[src/rtl/rxtag_pkg.sv]
package rxtag_pkg;

  typedef enum logic [2:0] {
    CLS_MRD   = 3'd0,
    CLS_MWR   = 3'd1,
    CLS_IORD  = 3'd2,
    CLS_IOWR  = 3'd3,
    CLS_CPL   = 3'd4,
    CLS_MSG   = 3'd5,
    CLS_OTHER = 3'd7
  } pkt_cls_e;

  typedef enum logic [1:0] {
    ST_GOOD    = 2'd0,
    ST_CORRUPT = 2'd1,
    ST_FRAMING = 2'd2
  } pkt_st_e;

  typedef struct packed {
    logic [7:0] bar;
    pkt_cls_e   cls;
    pkt_st_e    st;
  } pkt_hdr_t;

  // Only memory and I/O requests carry a meaningful BAR vector.
  function automatic logic cls_uses_bar(input pkt_cls_e c);
    return (c == CLS_MRD) || (c == CLS_MWR) || (c == CLS_IORD) || (c == CLS_IOWR);
  endfunction

endpackage

[src/rtl/rxtag_rst_sync.sv]
module rxtag_rst_sync #(
  parameter int STAGES = 2
) (
  input  logic clk,
  input  logic rst_n,
  output logic rst_sn
);
  logic [STAGES-1:0] sync_q;
  logic [STAGES-1:0] sync_d;

  always_comb sync_d = {sync_q[STAGES-2:0], 1'b1};

  always_ff @(posedge clk or negedge rst_n) begin
    if (!rst_n) sync_q <= '0;
    else        sync_q <= sync_d;
  end

  assign rst_sn = sync_q[STAGES-1];
endmodule

[src/rtl/rxtag_classify.sv]
module rxtag_classify
  import rxtag_pkg::*;
(
  input  logic [7:0] fmt_type,
  output pkt_cls_e   cls
);
  logic       has_data;
  logic [4:0] typ;

  assign has_data = fmt_type[6];
  assign typ      = fmt_type[4:0];

  always_comb begin
    if (typ[4:1] == 4'b0000)       cls = has_data ? CLS_MWR  : CLS_MRD;
    else if (typ == 5'b00010)      cls = has_data ? CLS_IOWR : CLS_IORD;
    else if (typ[4:1] == 4'b0101)  cls = CLS_CPL;
    else if (typ[4:3] == 2'b10)    cls = CLS_MSG;
    else                           cls = CLS_OTHER;
  end
endmodule

[src/rtl/rxtag_track.sv]
module rxtag_track
  import rxtag_pkg::*;
#(
  parameter int DATA_W = 64,
  parameter int LEN_W  = 8
) (
  input  logic             clk,
  input  logic             rst_sn,
  input  logic             in_valid,
  input  logic             in_sop,
  input  logic             in_eop,
  input  logic             in_err,
  input  logic [7:0]       in_bar,
  input  pkt_cls_e         in_cls,
  output logic             f_vld,
  output pkt_hdr_t         f_hdr,
  output logic [LEN_W-1:0] f_beats,
  output logic             e_vld,
  output pkt_hdr_t         e_hdr,
  output logic [LEN_W-1:0] e_beats,
  output logic             rr_set
);
  localparam int               BAR_BEAT = (DATA_W >= 128) ? 0 : 1;
  localparam logic [LEN_W-1:0] CNT_MAX  = '1;

  logic             open_q, open_d;
  logic             err_q, err_d;
  logic [LEN_W-1:0] cnt_q, cnt_d;
  logic [7:0]       bar_q, bar_d;
  pkt_cls_e         cls_q, cls_d;

  logic             start, cont, beat_en, take_bar;
  logic [LEN_W-1:0] cnt_inc, cur_cnt;
  logic             cur_err;
  logic [7:0]       cur_bar;
  pkt_cls_e         cur_cls;

  assign start   = in_valid & in_sop;
  assign cont    = in_valid & ~in_sop & open_q;
  assign beat_en = start | cont;

  generate
    if (BAR_BEAT == 0) begin : g_bar_first
      assign take_bar = start;
    end else begin : g_bar_later
      assign take_bar = cont && (cnt_q == LEN_W'(BAR_BEAT));
    end
  endgenerate

  always_comb begin
    cnt_inc = (cnt_q == CNT_MAX) ? cnt_q : cnt_q + LEN_W'(1);
    cur_cnt = start ? LEN_W'(1) : cnt_inc;
    cur_err = start ? in_err : (err_q | in_err);
    cur_cls = start ? in_cls : cls_q;
    if (take_bar)   cur_bar = in_bar;
    else if (start) cur_bar = '0;
    else            cur_bar = bar_q;
  end

  // Close of an unterminated packet by a new start.
  always_comb begin
    f_vld       = start & open_q;
    f_hdr.bar   = cls_uses_bar(cls_q) ? bar_q : 8'd0;
    f_hdr.cls   = cls_q;
    f_hdr.st    = ST_FRAMING;
    f_beats     = cnt_q;
    rr_set      = f_vld & err_q;
  end

  // Regular close on the end-of-packet beat.
  always_comb begin
    e_vld       = beat_en & in_eop;
    e_hdr.bar   = cls_uses_bar(cur_cls) ? cur_bar : 8'd0;
    e_hdr.cls   = cur_cls;
    e_hdr.st    = cur_err ? ST_CORRUPT : ST_GOOD;
    e_beats     = cur_cnt;
  end

  always_comb begin
    open_d = open_q;
    err_d  = err_q;
    cnt_d  = cnt_q;
    bar_d  = bar_q;
    cls_d  = cls_q;
    if (beat_en) begin
      open_d = ~in_eop;
      err_d  = cur_err;
      cnt_d  = cur_cnt;
      bar_d  = cur_bar;
      cls_d  = cur_cls;
    end
  end

  always_ff @(posedge clk or negedge rst_sn) begin
    if (!rst_sn) begin
      open_q <= 1'b0;
      err_q  <= 1'b0;
      cnt_q  <= '0;
      bar_q  <= '0;
      cls_q  <= CLS_OTHER;
    end else if (beat_en) begin
      open_q <= open_d;
      err_q  <= err_d;
      cnt_q  <= cnt_d;
      bar_q  <= bar_d;
      cls_q  <= cls_d;
    end
  end
endmodule

[src/rtl/rxtag_outq.sv]
module rxtag_outq
  import rxtag_pkg::*;
#(
  parameter int LEN_W = 8
) (
  input  logic             clk,
  input  logic             rst_sn,
  input  logic             f_vld,
  input  pkt_hdr_t         f_hdr,
  input  logic [LEN_W-1:0] f_beats,
  input  logic             e_vld,
  input  pkt_hdr_t         e_hdr,
  input  logic [LEN_W-1:0] e_beats,
  output logic             o_vld,
  output pkt_hdr_t         o_hdr,
  output logic [LEN_W-1:0] o_beats,
  output logic             pend_vld,
  output logic             drop
);
  logic             pv_q, pv_d;
  pkt_hdr_t         ph_q, ph_d;
  logic [LEN_W-1:0] pb_q, pb_d;
  logic             ov_d;
  pkt_hdr_t         oh_d;
  logic [LEN_W-1:0] ob_d;
  pkt_hdr_t         new_h;
  logic [LEN_W-1:0] new_b;

  // Oldest first: pending slot, then framing close, then end close.
  always_comb begin
    new_h = f_vld ? f_hdr   : e_hdr;
    new_b = f_vld ? f_beats : e_beats;
    drop  = 1'b0;
    if (pv_q) begin
      ov_d = 1'b1;
      oh_d = ph_q;
      ob_d = pb_q;
      pv_d = f_vld | e_vld;
      ph_d = new_h;
      pb_d = new_b;
      drop = f_vld & e_vld;
    end else begin
      ov_d = f_vld | e_vld;
      oh_d = new_h;
      ob_d = new_b;
      pv_d = f_vld & e_vld;
      ph_d = e_hdr;
      pb_d = e_beats;
    end
  end

  always_ff @(posedge clk or negedge rst_sn) begin
    if (!rst_sn) begin
      o_vld   <= 1'b0;
      o_hdr   <= '0;
      o_beats <= '0;
      pv_q    <= 1'b0;
      ph_q    <= '0;
      pb_q    <= '0;
    end else begin
      o_vld   <= ov_d;
      if (ov_d) begin
        o_hdr   <= oh_d;
        o_beats <= ob_d;
      end
      pv_q    <= pv_d;
      if (pv_d) begin
        ph_q    <= ph_d;
        pb_q    <= pb_d;
      end
    end
  end

  assign pend_vld = pv_q;
endmodule

[src/rtl/rxtag_top.sv]
module rxtag_top
  import rxtag_pkg::*;
#(
  parameter int DATA_W = 64,
  parameter int LEN_W  = 8
) (
  input  logic             clk,
  input  logic             rst_n,
  input  logic             rx_valid,
  input  logic             rx_sop,
  input  logic             rx_eop,
  input  logic             rx_err,
  input  logic [7:0]       rx_bar,
  input  logic [7:0]       rx_fmt_type,
  output logic             pkt_valid,
  output logic [7:0]       pkt_bar,
  output logic [2:0]       pkt_class,
  output logic [LEN_W-1:0] pkt_beats,
  output logic [1:0]       pkt_status,
  output logic             reset_req
);
  logic             rst_sn;
  pkt_cls_e         beat_cls;
  logic             f_vld, e_vld, rr_set;
  pkt_hdr_t         f_hdr, e_hdr, o_hdr;
  logic [LEN_W-1:0] f_beats, e_beats;
  logic             pend_vld, drop;
  logic             rr_q, rr_d;

  rxtag_rst_sync #(.STAGES(2)) u_rst (
    .clk(clk), .rst_n(rst_n), .rst_sn(rst_sn)
  );

  rxtag_classify u_cls (
    .fmt_type(rx_fmt_type), .cls(beat_cls)
  );

  rxtag_track #(.DATA_W(DATA_W), .LEN_W(LEN_W)) u_trk (
    .clk(clk), .rst_sn(rst_sn),
    .in_valid(rx_valid), .in_sop(rx_sop), .in_eop(rx_eop), .in_err(rx_err),
    .in_bar(rx_bar), .in_cls(beat_cls),
    .f_vld(f_vld), .f_hdr(f_hdr), .f_beats(f_beats),
    .e_vld(e_vld), .e_hdr(e_hdr), .e_beats(e_beats),
    .rr_set(rr_set)
  );

  rxtag_outq #(.LEN_W(LEN_W)) u_outq (
    .clk(clk), .rst_sn(rst_sn),
    .f_vld(f_vld), .f_hdr(f_hdr), .f_beats(f_beats),
    .e_vld(e_vld), .e_hdr(e_hdr), .e_beats(e_beats),
    .o_vld(pkt_valid), .o_hdr(o_hdr), .o_beats(pkt_beats),
    .pend_vld(pend_vld), .drop(drop)
  );

  always_comb rr_d = rr_q | rr_set;

  always_ff @(posedge clk or negedge rst_sn) begin
    if (!rst_sn) rr_q <= 1'b0;
    else         rr_q <= rr_d;
  end

  assign reset_req  = rr_q;
  assign pkt_bar    = o_hdr.bar;
  assign pkt_class  = o_hdr.cls;
  assign pkt_status = o_hdr.st;
endmodule

[config.mk]
export PLATFORM = sky130hd
export DESIGN_NAME = rxtag_top
export DESIGN_NICKNAME = d
export VERILOG_FILES = /design/src/rtl/rxtag_pkg.sv /design/src/rtl/rxtag_rst_sync.sv /design/src/rtl/rxtag_classify.sv /design/src/rtl/rxtag_track.sv /design/src/rtl/rxtag_outq.sv /design/src/rtl/rxtag_top.sv
export SDC_FILE = /design/constraint.sdc
export NUM_CORES = 1
export LEC_CHECK = 0
export ABC_AREA = 1
export ABC_CLOCK_PERIOD_IN_PS = 2500
export BUFFER_PORTS_ARGS = -buffer_cell sky130_fd_sc_hd__buf_4
export CORE_ASPECT_RATIO = 2
export CORE_MARGIN = 2
export CORE_UTILIZATION = 35
export CTS_CLUSTER_SIZE = 28
export DETAILED_ROUTE_END_ITERATION = 16
export SLEW_MARGIN = 20
export SYNTH_ARGS = -nofsm -noshare
export SYNTH_HDL_FRONTEND = slang
export SYNTH_SLANG_ARGS = --single-unit
[constraint.sdc]
create_clock -name clk -period 2.5 [get_ports clk]
set_input_delay 0.125 -clock clk [delete_from_list [all_inputs] [get_ports clk]]
set_output_delay 0.125 -clock clk [all_outputs]
set_load 0.01 [all_outputs]
==> results of run 1 <==
## synth_stat cells, types with 2 or more instances
master | instances | area (um^2)
a22o_1 | 3 | 26.3
and2_1 | 3 | 18.8
nand2_4 | 2 | 22.5
inv_1 | 31 | 116
nand2_2 | 3 | 18.8
a21oi_2 | 5 | 43.8
a21boi_0 | 2 | 15.0
inv_2 | 6 | 22.5
ha_1 | 2 | 25.0
nor2_4 | 3 | 33.8
nor3_1 | 3 | 15.0
nand2_1 | 112 | 420
o22ai_1 | 5 | 31.3
buf_2 | 4 | 20.0
o21bai_1 | 2 | 15.0
buf_4 | 3 | 22.5
o21ai_1 | 7 | 35.0
a21oi_1 | 32 | 160
nor2_2 | 4 | 25.0
o21ai_0 | 28 | 140
dfstp_2 | 3 | 78.8
nand4_1 | 3 | 18.8
nor2_1 | 50 | 188
clkbuf_1 | 5 | 18.8
buf_6 | 2 | 22.5
o211ai_1 | 3 | 22.5
dfrtp_1 | 65 | 1630
nand3_1 | 31 | 155
## tightest hold or removal path, stage by stage
cell and delay, ns:
buf_4 0.10, a22oi_1 0.06, inv_1 0.05
## through the flow
stage | hold slack, ns | setup WS [ns] | instance area, um^2 | total power, uW
after floorplan | -0.171 | 0.471 | 3460 | 2220
after global placement | -0.0925 | 0.683 | 3920 | 2570
after detailed placement | -0.0909 | 0.625 | 3920 | 2600
after CTS | 0.0209 | 0.629 | 4200 | 3770
after global routing | 0.0398 | 0.470 | 4200 | 3970
final | 0.0296 | 0.617 | 4200 | 3730
## placed cells by master (no fill, tap or decap), types with 4 or more instances in the layout
master       n
a21oi_1     32
inv_1       31
inv_2        6
dfrtp_1     64
buf_4       47
clkbuf_16    9
nor2_2       4
o21ai_0     28
o22ai_1      5
nand3_1     31
nor2_1      50
nand2_1    112
o21ai_1      7
a21oi_2      5
clkinv_2     4
## repair_timing
item,in CTS,in global routing
endpoints found under the hold margin,2,0
buffers inserted,0,0
hold buffers,1,0
## final timing paths
path / to / slack [ns] / cells past startpoint
setup / recovery: u_trk.f_beats[2] / 0.62 / 7
hold / removal: u_trk.err_q / 0.03 / 3
setup reg to reg: u_trk.f_beats[2] / 0.62 / 7
hold reg to reg: u_outq.o_hdr[5] / 0.33 / 0
max in group asynchronous: u_outq.o_hdr[8] / 1.52 / 1
min in group asynchronous: u_rst.sync_q[1] / 0.11 / 2
## flip-flops by register name (all words and copies together) (netlist names)
register	count
u_trk.err_q	1
u_outq.o_vld	1
u_trk.open_q	1
u_rst.sync_q	2
u_outq.ph_q	13
reset_req	1
u_outq.o_hdr	13
u_outq.pend_vld	1
u_trk.bar_q	8
u_outq.o_beats	8
u_outq.pb_q	8
u_trk.cls_q	3
u_trk.f_beats	8
## logic make-up (layout without fill, tap and decap cells)
| group | after synthesis | after routing | share of synthesized area |
|---|---|---|---|
| simple gates | 218 | 218 | 0.276 |
| other cells | 1 | 1 | 0.00108 |
| flops | 68 | 68 | 0.492 |
| fa+ha+maj | 2 | 2 | 0.00722 |
| compound gates | 92 | 92 | 0.155 |
| buf+inv | 52 | 103 | 0.0661 |
| xor+xnor | 1 | 1 | 0.00253 |
## power groups by stage
| stage | clock network, uW | registers, uW | logic (uW) |
|---|---|---|---|
| final | 1160 | 1590 | 979 |
| after detailed placement | 0 | 1610 | 990 |
| after floorplan | 0 | 1610 | 611 |
| after global routing | 1220 | 1630 | 1110 |
| after global placement | 0 | 1600 | 973 |
| after CTS | 1180 | 1590 | 996 |
## metal layers
layer | up-vias | routed length [um] | GRT usage
li1 | 1519 | - | -
met1 | 1477 | 3470 | 0.212
met2 | 77 | 5180 | 0.344
met3 | 20 | 347 | 0.0339
met4 | 0 | 335 | 0.0949
met5 | - | 0 | 0
## area by class of cell
cell class / instances / area, um^2 / share of cell area
inverter: 38 / 145 / 0.0346
tap: 132 / 165 / 0.0393
sequential: 68 / 1710 / 0.406
clock inverter: 7 / 43.8 / 0.0104
clock buffer: 9 / 225 / 0.0536
timing repair buffer: 49 / 383 / 0.0912
multi-input combinational: 314 / 1530 / 0.364
==> impl_metrics.env, run 1 <==
export IMPL_ys_ff_latch=68
export IMPL_tightest_slew_ns=0.734
export IMPL_cts_buffers=9
export IMPL_cp_top_family="flip-flops"
export IMPL_crit_buf_inv=1
export IMPL_route_detailed_drc=0
export IMPL_worst_hold_path_type="input pin to flop"
export IMPL_insertion_delay_ns=0.34
export IMPL_start_util=0.357
export IMPL_synth_area_mm2=0.00346
export IMPL_p_seq_frac=0.427
export IMPL_die_x_um=74.4
export IMPL_ys_async_sr_fraction=1.00
export IMPL_end_kind="flop"
export IMPL_holdCritStartpoint="rx_err"
export IMPL_vias=3093
export IMPL_fin_skew_ns=0.00678
export IMPL_wire_per_inst_um=15.1
export IMPL_post_synth_num_cell_types=40
export IMPL_coreArea_mm2=0.00970
export IMPL_grt_max_degree=37
export IMPL_internal_power_uw=2460
export IMPL_die_area_mm2=0.0108
export IMPL_rsz0062_at_grt="false"
export IMPL_grt_use_total=0.192
export IMPL_slew_headroom=0.511
export IMPL_grt_pass1_wl_mm=15.3
export IMPL_cts_resized=0
export IMPL_drv_cap=0
export IMPL_placementRows=51
export IMPL_synth_edff_count=0
export IMPL_antenna_found_initial=0
export IMPL_pin_count=45
export IMPL_globalplace_congestion=0.919
export IMPL_cts_tree="built"
export IMPL_layout_nets=504
export IMPL_grt_pass1_vias=3067
export IMPL_slowest_stage="dfrtp_1"
export IMPL_avgViaCountPerCell=5.01
export IMPL_placed_cells=600
export IMPL_postSynthAreaPerCell_um2=7.98
export IMPL_hpwlAfterDp_mm=6.92
export IMPL_worst_path_max_fanout=8
export IMPL_path_cells="ha_1 > nand3_1 > inv_1 > nand3_2 > a21oi_1 > nand2_1 > o21ai_0"
export IMPL_syn_num_nets=458
export IMPL_htree_num_levels=3
export IMPL_finalHoldViolCount=0
export IMPL_wl_mm=9.33
export IMPL_comb_power_share=0.263
export IMPL_finalSetupViolations=0
export IMPL_synthCells=434
export IMPL_cts_path_max_buffers=2
export IMPL_port_buffers=42
export IMPL_die_h_um=145
export IMPL_synthToLayoutAreaGrowth_pct=21.2
export IMPL_finalCriticalPeriod_ns=1.88
export IMPL_numClockSinks=68
export IMPL_crit_path_start="u_trk.f_beats[0]"
export IMPL_max_freq_mhz=531
export IMPL_power_density_mw_per_mm2=888
export IMPL_slowest_delay_ns=0.50
export IMPL_utilization=0.433
export IMPL_r2r_start="u_trk.f_beats[0]"
export IMPL_vdd_drop_max_mv=0.396
export IMPL_antenna_left=0
export IMPL_status="completed"
export IMPL_clkSlewWorstSetupHoldPaths_ns=0.06
export IMPL_n_antenna_cell=0
export IMPL_worstPathRequired_ns=2.74
export IMPL_firstDrtPassIters=4
export IMPL_synth_warnings=0
export IMPL_slew_viol_final=0
export IMPL_start_kind="flop"
export IMPL_fill_cells=1021
export IMPL_crit_type="flop to flop"
export IMPL_drive_above_1_share=0.200
export IMPL_clkPwrFrac=0.310
export IMPL_min_period_over_period=0.753
export IMPL_p_sw_frac=0.339
export IMPL_p_leak_uw=0.00203
export IMPL_drt_iter0_drc=195
export IMPL_overflow=0
export IMPL_setup_tns_final_ns=0
export IMPL_synthFlopType="dfrtp_1"
export IMPL_final_cells=617
export IMPL_synth_seq_area_share=0.492
export IMPL_cts_root_buf="clkbuf_16"
export IMPL_cp_arrival_ns=2.13
export IMPL_power_switching_uw=1260
(Power assumes the default switching activity.)
==> inputs of run 2 (changes only) <==
ABC_CLOCK_PERIOD_IN_PS = 1550   (was 2500)
clock period = 1.55 ns   (was 2.5 ns; I/O delays follow)
==> impl_metrics.env, run 2 (synthesized netlist as in run 1, its figures left out) <==
export IMPL_overflow=0
export IMPL_drv_cap=0
export IMPL_avgViaCountPerCell=5.03
export IMPL_placementRows=51
export IMPL_drive_above_1_share=0.324
export IMPL_port_buffers=42
export IMPL_drt_iter0_drc=208
export IMPL_cts_buffers=9
export IMPL_grt_busiest_layer="met2"
export IMPL_power_density_mw_per_mm2=1520
export IMPL_cts_path_max_buffers=2
export IMPL_status="completed"
export IMPL_slowest_delay_ns=0.37
export IMPL_grt_max_degree=67
export IMPL_cts_tree="built"
export IMPL_fin_skew_ns=0.00560
export IMPL_start_kind="flop"
export IMPL_worstPathRequired_ns=1.77
export IMPL_wire_per_inst_um=15.6
export IMPL_utilization=0.484
export IMPL_worst_hold_path_type="input pin to flop"
export IMPL_reg_top3="u_outq.o_hdr: 13 flops, u_outq.ph_q: 13 flops"
export IMPL_cts_root_buf="clkbuf_16"
export IMPL_r2r_slack_ns=0.05
export IMPL_start_util=0.357
export IMPL_critical_path_depth=8
export IMPL_finalSetupViolations=0
export IMPL_layout_nets=528
export IMPL_synthToLayoutAreaGrowth_pct=35.6
export IMPL_p_leak_uw=0.00221
export IMPL_placed_cells=620
export IMPL_finalCriticalPeriod_ns=1.50
export IMPL_min_path_cells=3
export IMPL_final_common_cell="nand2_1"
export IMPL_htree_num_levels=3
export IMPL_grt_pass1_wl_mm=15.6
export IMPL_grt_util_met3=0.0409
export IMPL_vdd_drop_max_mv=0.673
export IMPL_slowest_stage="dfrtp_1"
export IMPL_vias=3224
export IMPL_final_cells=641
export IMPL_antenna_found_initial=0
export IMPL_insertion_delay_ns=0.34
export IMPL_worst_r2r_cell_count=8
export IMPL_crit_type="flop to flop"
export IMPL_globalplace_congestion=0.902
export IMPL_die_x_um=74.4
export IMPL_antenna_left=0
export IMPL_fill_cells=1016
export IMPL_worst_path_max_fanout=12
export IMPL_coreArea_mm2=0.00970
export IMPL_route_detailed_drc=0
export IMPL_use_met2=0.357
export IMPL_mostFrequentLayoutCells="100 x nand2_1, 67 x buf_4, 61 x dfrtp_1, 46 x nor2_1, 28 x inv_1"
export IMPL_fin_hold_ws_ns=0.0100
export IMPL_die_h_um=145
export IMPL_cp_arrival_ns=1.73
export IMPL_wl_mm=10.0
export IMPL_path_cells="nand2_1 > nand2_2 > nand2_2 > inv_2 > nor2_4 > inv_2 > o22ai_1 > a21oi_2"
export IMPL_firstDrtPassIters=5
export IMPL_cp_top_family="simple AND/OR/NAND/NOR gates"
export IMPL_grt_use_total=0.197
export IMPL_grt_pass1_vias=3232
export IMPL_finalHoldViolCount=0
export IMPL_die_area_mm2=0.0108
export IMPL_n_antenna_cell=0
export IMPL_crit_buf_inv=2
export IMPL_slew_viol_final=0
export IMPL_numClockSinks=68
export IMPL_clkSlewWorstSetupHoldPaths_ns=0.06
export IMPL_min_period_over_period=0.971
export IMPL_pin_count=45
export IMPL_grt_use_met1=0.208
export IMPL_rsz0062_at_grt="true"
export IMPL_hpwlAfterDp_mm=7.13
export IMPL_max_freq_mhz=665
export IMPL_end_kind="flop"
## run 2: where the power goes
group	switching (uW)	total [uW]	internal (uW)
Sequential	322	2570	2250
Combinational	1100	2010	904
Clock	804	2540	1740
## run 2: layer usage
layer / share of wire / wire, um
met2: 0.56 / 5560
met5: 0 / 0
met1: 0.38 / 3790
met4: 0.033 / 333
met3: 0.032 / 316
## run 2: metrics by stage
stage | setup slack, ns | power, uW | cell area (um^2) | setup TNS [ns]
2_1_floorplan | 0.0827 | 3580 | 3470 | 0
3_3_place_gp | 0.0157 | 4340 | 4100 | 0
3_5_place_dp | -0.0384 | 4400 | 4100 | -0.0508
4_1_cts | -0.00262 | 7000 | 4500 | -0.00262
5_1_grt | -0.0380 | 7520 | 4700 | -0.247
6_report | 0.0452 | 7120 | 4700 | 0
## run 2: worst paths after layout
path | startpoint | end
min in group asynchronous | rst_n | u_rst.sync_q[1]
max | u_trk.open_q | u_outq.o_beats[6]
min reg2reg | u_rst.sync_q[1] | u_outq.o_hdr[6]
min | rx_bar[6] | u_trk.bar_q[6]
max reg2reg | u_trk.open_q | u_outq.o_beats[6]
max in group asynchronous | u_rst.sync_q[1] | u_trk.cls_q[0]
## run 2: what timing repair did
action,4_1_cts,5_1_grt
hold buffers,2,0
gates resized for setup,5,58
setup endpoints to repair,6,42
hold endpoints to repair,3,0
pin swaps,0,18
setup buffers,0,3
## run 2: area by class of cell
| class | instances | area (um^2) | area share |
|---|---|---|---|
| Multi-Input combinational cell | 314 | 1710 | 0.364 |
| Sequential cell | 68 | 1710 | 0.364 |
| Timing Repair Buffer | 73 | 594 | 0.126 |
| Clock buffer | 10 | 229 | 0.0487 |
| Tap cell | 132 | 165 | 0.0352 |
| Inverter | 38 | 150 | 0.0320 |
| Clock inverter | 6 | 138 | 0.0293 |
## run 2: worst register-to-register path: cells and delay by family (launching register included)
| kind | cells | cell delay [ns] |
|---|---|---|
| AND/OR/NAND/NOR | 4 | 0.54 |
| buffers and inverters | 2 | 0.24 |
| flip-flops | 1 | 0.37 |
| AO/OA/AOI/OAI | 2 | 0.25 |
